### src/rtl/occ_rate_pkg.sv
package occ_rate_pkg;
    typedef enum logic [1:0] {
        VOTE_NONE = 2'd0,
        VOTE_UP   = 2'd1,
        VOTE_DOWN = 2'd2
    } vote_e;
endpackage

### src/rtl/occ_vote_observer.sv
module occ_vote_observer
    import occ_rate_pkg::*;
#(
    parameter int OCC_W   = 5,
    parameter int LOW_TH  = 2,
    parameter int HIGH_TH = 14
) (
    input  logic [OCC_W-1:0] occupancy,
    output vote_e            vote
);
    localparam logic [OCC_W-1:0] LOW_V  = OCC_W'(LOW_TH);
    localparam logic [OCC_W-1:0] HIGH_V = OCC_W'(HIGH_TH);

    always_comb begin
        if (occupancy < LOW_V) begin
            vote = VOTE_DOWN;
        end else if (occupancy > HIGH_V) begin
            vote = VOTE_UP;
        end else begin
            vote = VOTE_NONE;
        end
    end
endmodule

### src/rtl/occ_vote_integrator.sv
module occ_vote_integrator
    import occ_rate_pkg::*;
#(
    parameter int FRAME_LEN = 256,
    parameter int CNT_W     = $clog2(FRAME_LEN + 1)
) (
    input  logic             clk,
    input  logic             rst_n,
    input  logic             iter_pulse,
    input  vote_e            vote,
    input  logic             freeze,
    input  logic             clear,
    output logic             frame_done,
    output logic [CNT_W-1:0] up_sum,
    output logic [CNT_W-1:0] dn_sum
);
    localparam int FC_W = (FRAME_LEN > 1) ? $clog2(FRAME_LEN) : 1;
    localparam logic [FC_W-1:0] LAST_ITER = FC_W'(FRAME_LEN - 1);

    typedef struct packed {
        logic [FC_W-1:0]  iter;
        logic [CNT_W-1:0] up;
        logic [CNT_W-1:0] dn;
    } integ_t;

    integ_t st_d, st_q;
    logic   take;

    always_comb begin
        take       = iter_pulse && !freeze;
        frame_done = take && (st_q.iter == LAST_ITER);
        up_sum     = st_q.up + CNT_W'(take && (vote == VOTE_UP));
        dn_sum     = st_q.dn + CNT_W'(take && (vote == VOTE_DOWN));

        st_d = st_q;
        if (clear || frame_done) begin
            st_d = '0;
        end else if (take) begin
            st_d.iter = st_q.iter + FC_W'(1);
            st_d.up   = up_sum;
            st_d.dn   = dn_sum;
        end
    end

    always_ff @(posedge clk or negedge rst_n) begin
        if (!rst_n) begin
            st_q <= '0;
        end else begin
            st_q <= st_d;
        end
    end
endmodule

### src/rtl/occ_step_decider.sv
module occ_step_decider #(
    parameter int IDX_W      = 2,
    parameter int CNT_W      = 9,
    parameter int VOTE_LIMIT = 187
) (
    input  logic             clk,
    input  logic             rst_n,
    input  logic             frame_done,
    input  logic [CNT_W-1:0] up_sum,
    input  logic [CNT_W-1:0] dn_sum,
    input  logic [IDX_W-1:0] cur_idx,
    input  logic [IDX_W-1:0] min_idx,
    input  logic [IDX_W-1:0] max_idx,
    input  logic             hold_rate,
    input  logic             req_ack,
    output logic             req_valid,
    output logic [IDX_W-1:0] target_idx,
    output logic             pending,
    output logic             granted
);
    localparam logic [CNT_W-1:0] LIMIT_V = CNT_W'(VOTE_LIMIT);

    typedef struct packed {
        logic             req;
        logic [IDX_W-1:0] tgt;
    } dec_t;

    dec_t dec_d, dec_q;
    logic up_win, dn_win, can_up, can_dn;

    always_comb begin
        up_win  = up_sum > LIMIT_V;
        dn_win  = dn_sum > LIMIT_V;
        can_up  = cur_idx < max_idx;
        can_dn  = cur_idx > min_idx;
        granted = dec_q.req && req_ack;

        dec_d = dec_q;
        if (granted) begin
            dec_d.req = 1'b0;
        end else if (!dec_q.req && frame_done && !hold_rate) begin
            if (up_win && can_up) begin
                dec_d.req = 1'b1;
                dec_d.tgt = cur_idx + IDX_W'(1);
            end else if (dn_win && can_dn) begin
                dec_d.req = 1'b1;
                dec_d.tgt = cur_idx - IDX_W'(1);
            end
        end
    end

    always_ff @(posedge clk or negedge rst_n) begin
        if (!rst_n) begin
            dec_q <= '0;
        end else begin
            dec_q <= dec_d;
        end
    end

    assign req_valid  = dec_q.req;
    assign target_idx = dec_q.tgt;
    assign pending    = dec_q.req;
endmodule

### src/rtl/occ_rate_governor.sv
module occ_rate_governor
    import occ_rate_pkg::*;
#(
    parameter int OCC_W      = 5,
    parameter int IDX_W      = 2,
    parameter int LOW_TH     = 2,
    parameter int HIGH_TH    = 14,
    parameter int FRAME_LEN  = 256,
    parameter int VOTE_LIMIT = 187
) (
    input  logic             clk,
    input  logic             rst_n,
    input  logic [OCC_W-1:0] occupancy,
    input  logic             iter_pulse,
    input  logic [IDX_W-1:0] cur_idx,
    input  logic [IDX_W-1:0] min_idx,
    input  logic [IDX_W-1:0] max_idx,
    input  logic             hold_rate,
    input  logic             req_ack,
    output logic             req_valid,
    output logic [IDX_W-1:0] target_idx
);
    localparam int CNT_W = $clog2(FRAME_LEN + 1);

    vote_e            vote;
    logic             frame_done;
    logic [CNT_W-1:0] up_sum, dn_sum;
    logic             pending, granted;

    occ_vote_observer #(
        .OCC_W(OCC_W), .LOW_TH(LOW_TH), .HIGH_TH(HIGH_TH)
    ) u_observer (
        .occupancy(occupancy),
        .vote(vote)
    );

    occ_vote_integrator #(
        .FRAME_LEN(FRAME_LEN), .CNT_W(CNT_W)
    ) u_integrator (
        .clk(clk), .rst_n(rst_n),
        .iter_pulse(iter_pulse), .vote(vote),
        .freeze(pending), .clear(granted),
        .frame_done(frame_done), .up_sum(up_sum), .dn_sum(dn_sum)
    );

    occ_step_decider #(
        .IDX_W(IDX_W), .CNT_W(CNT_W), .VOTE_LIMIT(VOTE_LIMIT)
    ) u_decider (
        .clk(clk), .rst_n(rst_n),
        .frame_done(frame_done), .up_sum(up_sum), .dn_sum(dn_sum),
        .cur_idx(cur_idx), .min_idx(min_idx), .max_idx(max_idx),
        .hold_rate(hold_rate), .req_ack(req_ack),
        .req_valid(req_valid), .target_idx(target_idx),
        .pending(pending), .granted(granted)
    );
endmodule

### config.mk
export PLATFORM = sky130hd
export DESIGN_NAME = occ_rate_governor
export DESIGN_NICKNAME = d
export VERILOG_FILES = /design/src/rtl/occ_rate_pkg.sv /design/src/rtl/occ_vote_observer.sv /design/src/rtl/occ_vote_integrator.sv /design/src/rtl/occ_step_decider.sv /design/src/rtl/occ_rate_governor.sv
export SDC_FILE = /design/constraint.sdc
export NUM_CORES = 1
export LEC_CHECK = 0
export ABC_AREA = 1
export BUFFER_PORTS_ARGS = -buffer_cell sky130_fd_sc_hd__buf_2
export CORE_UTILIZATION = 50
export CTS_CLUSTER_DIAMETER = 80
export DETAILED_ROUTE_END_ITERATION = 8
export GPL_TIMING_DRIVEN = 0
export MAX_ROUTING_LAYER = met4
export PLACE_DENSITY = 0.74
export SLEW_MARGIN = 10
export SYNTH_ARGS = -nofsm -noshare
export SYNTH_HDL_FRONTEND = slang
export SYNTH_HIERARCHICAL = 1
export SYNTH_SLANG_ARGS = --single-unit
### constraint.sdc
create_clock -name clk -period 5.4 [get_ports clk]
set_input_delay 0.27 -clock clk [delete_from_list [all_inputs] [get_ports clk]]
set_output_delay 0.27 -clock clk [all_outputs]
set_load 0.01 [all_outputs]
==> impl_metrics.yaml <==
floorplanning:
  start_util_pct: 52.49
  placementRows: 22
  die_y_um: 64.00
  die_width_um: 64.00
  dieArea_um2: 4095
  ioPinCount: 19
  core-area_um2: 3661
logic_synthesis:
  syn_nets: 296
  synthTopCellsByArea: "dfrtp_1 38%, nand2_1 20%, inv_1 7.8%"
  synth_xor_area_share_pct: 4.883
  ys_ff_latch: 29
  yosys.cell_count.top_type: "nand2_1"
  synthMuxAreaShare_pct: 0
  ys_types: 29
  netlist_instances: 272
  yosysTopAreaCell: "dfrtp_1"
  ys_dominant_reg_cell: "dfrtp_1"
  synth_top_family_by_area: "simple AND/OR/NAND/NOR gates"
  syn_area_um2: 1922
  yosys.area_share.simple_pct: 36.20
  synth_edf_count: 0
  ys_warn_count: 6
  synth-compound-area-share_pct: 5.924
  async_flop_share_pct: 100.0
  syn_area_per_cell_um2: 7.066
  yosys-top-cells-count: "100 x nand2_1, 40 x inv_1, 29 x dfrtp_1"
  seq_area_frac_synth_pct: 37.76
  synth_top_area_share_pct: 37.76
  synth-adder-area-share_pct: 5.208
pwr:
  p_switching_uw: 189.0
  seq_power_share_pct: 45.5
  p_clk_share_pct: 35.7
  switching_share_pct: 29.35
  p_comb_share_pct: 18.8
  ir_worst_vdd_v: 0.0002348
  p_leak_uw: 0.001239
  pwr_density_cell_nw_per_um2: 294.3
  p_int_uw: 454.9
sta:
  setup_tns_ns: 0
  finalSetupViolations: 0
  drv_slew: 0
  tightest_slew_ns: 0.6562
  finalClockSkew_ns: 0.004900
  rsz0062_at_grt: "false"
  period_share_pct: 43.71
  slew_headroom_pct: 56.26
  fmax_mhz: 423.7
  period_minus_slack_ns: 2.360
  hold_slack_ns: 0.01727
  worst_slack_ns: 3.040
  hold_viol: 0
clocking:
  cts_tree: "built"
  cts_resized: 0
  clockRootBuffer: "clkbuf_8"
  numCtsBuffers: 5
  clock_tree.buffer_depth: 2
  cts_htree_levels: 2
  cts_setup_buffers: 0
  ctsHoldBuffers: 0
  cts.sinks: 29
  clock_latency_ns: 0.28
  clk_pin_slew_ns: 0.06
critical_path:
  crit_type: "reg2reg"
  cp.required_ns: 5.56
  r2r_slack_ns: 3.04
  endpoint_kind: "flop"
  crit_path_start_kind: "flop"
  worstPathMaxFanout: 6
  critPathArrivalTime_ns: 2.52
drt:
  avgRoutedWirePerCell_um: 10.19
  first_pass_iters: 4
  drt_iter0_drc: 79
  vias_per_cell: 4.647
  ant_nets: 0
  vias: 1608
  finalWirelength_um: 3527
  drc_errors: 0
grt:
  grt_pass1_wl_um: 6417
  grtUsageTotal_pct: 21.09
  grt_pass1_vias: 1512
  grt_max_degree: 30
  grt-ovfl-total: 0
  grt_antenna_before_repair: 0
finish:
  num_antenna_cells: 0
  final_core_util_pct: 59.77
  syn2layout_area_growth_pct: 13.87
  drive_above_1_share_pct: 16.44
  final-instance-count-excl-fill: 346
  nNetsFinal: 321
run_status:
  status: "finished clean"
flow_run:
  drv_cap: 0
hold_path:
  min-delay-path-class: "in2async"
placed_design:
  hpwl_um: 2599
  preCtsSetupSlack_ns: 2.953
  place_inst: 338
  gp_congestion: 0.7671
  portBuffers: 18
==> cell usage in the layout (no fill, tap or decap), types with 3 or more instances in the layout <==
cell type  count
a21oi_1        4
buf_2         19
clkbuf_8       6
dfrtp_1       29
ha_1           8
inv_1         40
inv_2          3
nand2_1      100
nand2_2        5
nand3_1       10
nand3_2        4
nand3b_1       3
nand4_1        4
nor2_1        25
o21ai_0        7
o21ai_1        4
xnor2_1        3
xor2_1         4
==> path summary, 6_finish.rpt <==
kind,startpoint,cells past startpoint,to
max,u_decider/pending,18,u_decider/target_idx[0]
max reg2reg,u_decider/pending,18,u_decider/target_idx[0]
min reg2reg,u_integrator/st_q[9],2,u_integrator/st_q[9]
max in group asynchronous,rst_n,1,u_integrator/st_q[19]
min,rst_n,1,u_integrator/st_q[7]
min in group clk,cur_idx[0],2,u_decider/target_idx[0]
==> through the flow <==
step | instance area, um^2 | total power [uW]
2_1_floorplan | 1922 | 381.7
3_5_place_dp | 2072 | 416.1
3_3_place_gp | 2072 | 412.9
5_1_grt | 2188 | 686.2
4_1_cts | 2188 | 650.4
6_report | 2188 | 644.0
==> cell type report <==
| class | count | area, um^2 |
|---|---|---|
| multi-input combinational | 196 | 1003 |
| buffer | 4 | 31.28 |
| fill | 331 | 1473 |
| sequential | 29 | 725.7 |
| timing repair buffer | 18 | 90.09 |
| clock buffer | 7 | 86.33 |
| clock inverter | 1 | 30.03 |
| tap | 48 | 60.06 |
| inverter | 43 | 161.4 |
==> metal layers <==
layer	global-route usage, %	part of all wire (%)	wire [um]
met5	-	0	0
met4	8.523	0.99	35
met3	4.821	2.8	100
met2	33.78	45	1597
met1	25.63	51	1793
==> state kept, by name, indices dropped and copies added, names as in the netlist <==
register,cells
u_integrator/st_q,26
u_decider/target_idx,2
u_decider/pending,1
==> kinds of logic after synthesis <==
logic type | count (synthesis)
DFF | 29
adders and majority gates | 8
xor gates and xnor gates | 9
buffers and inverters | 47
AOI/OAI and AO/OA | 20
and+or+nand+nor | 159
==> critical path, cell delays in order, from the launching register on <==
cell     delay (ns)
dfrtp_1        0.40
inv_1          0.07
nand2_2        0.09
nor3_1         0.16
ha_1           0.22
ha_1           0.23
nand3_2        0.13
nor2_4         0.15
nand2_1        0.07
nand2_1        0.05
nand2_1        0.07
nor2_1         0.11
nand3_1        0.08
nand2_1        0.09
nand2_1        0.05
nand2_1        0.08
nand2_2        0.07
nand2_1        0.06
o21ai_1        0.06
==> power groups by stage <==
stage	clock (uW)	sequential (uW)	combinational [uW]
after global routing	246	299	142
final	230	293	121
after detailed placement	0	296	120
after floorplan	0	289	92.6
after global placement	0	295	118
after CTS	237	292	121
No activity file was read; power rests on OpenSTA's default activity.
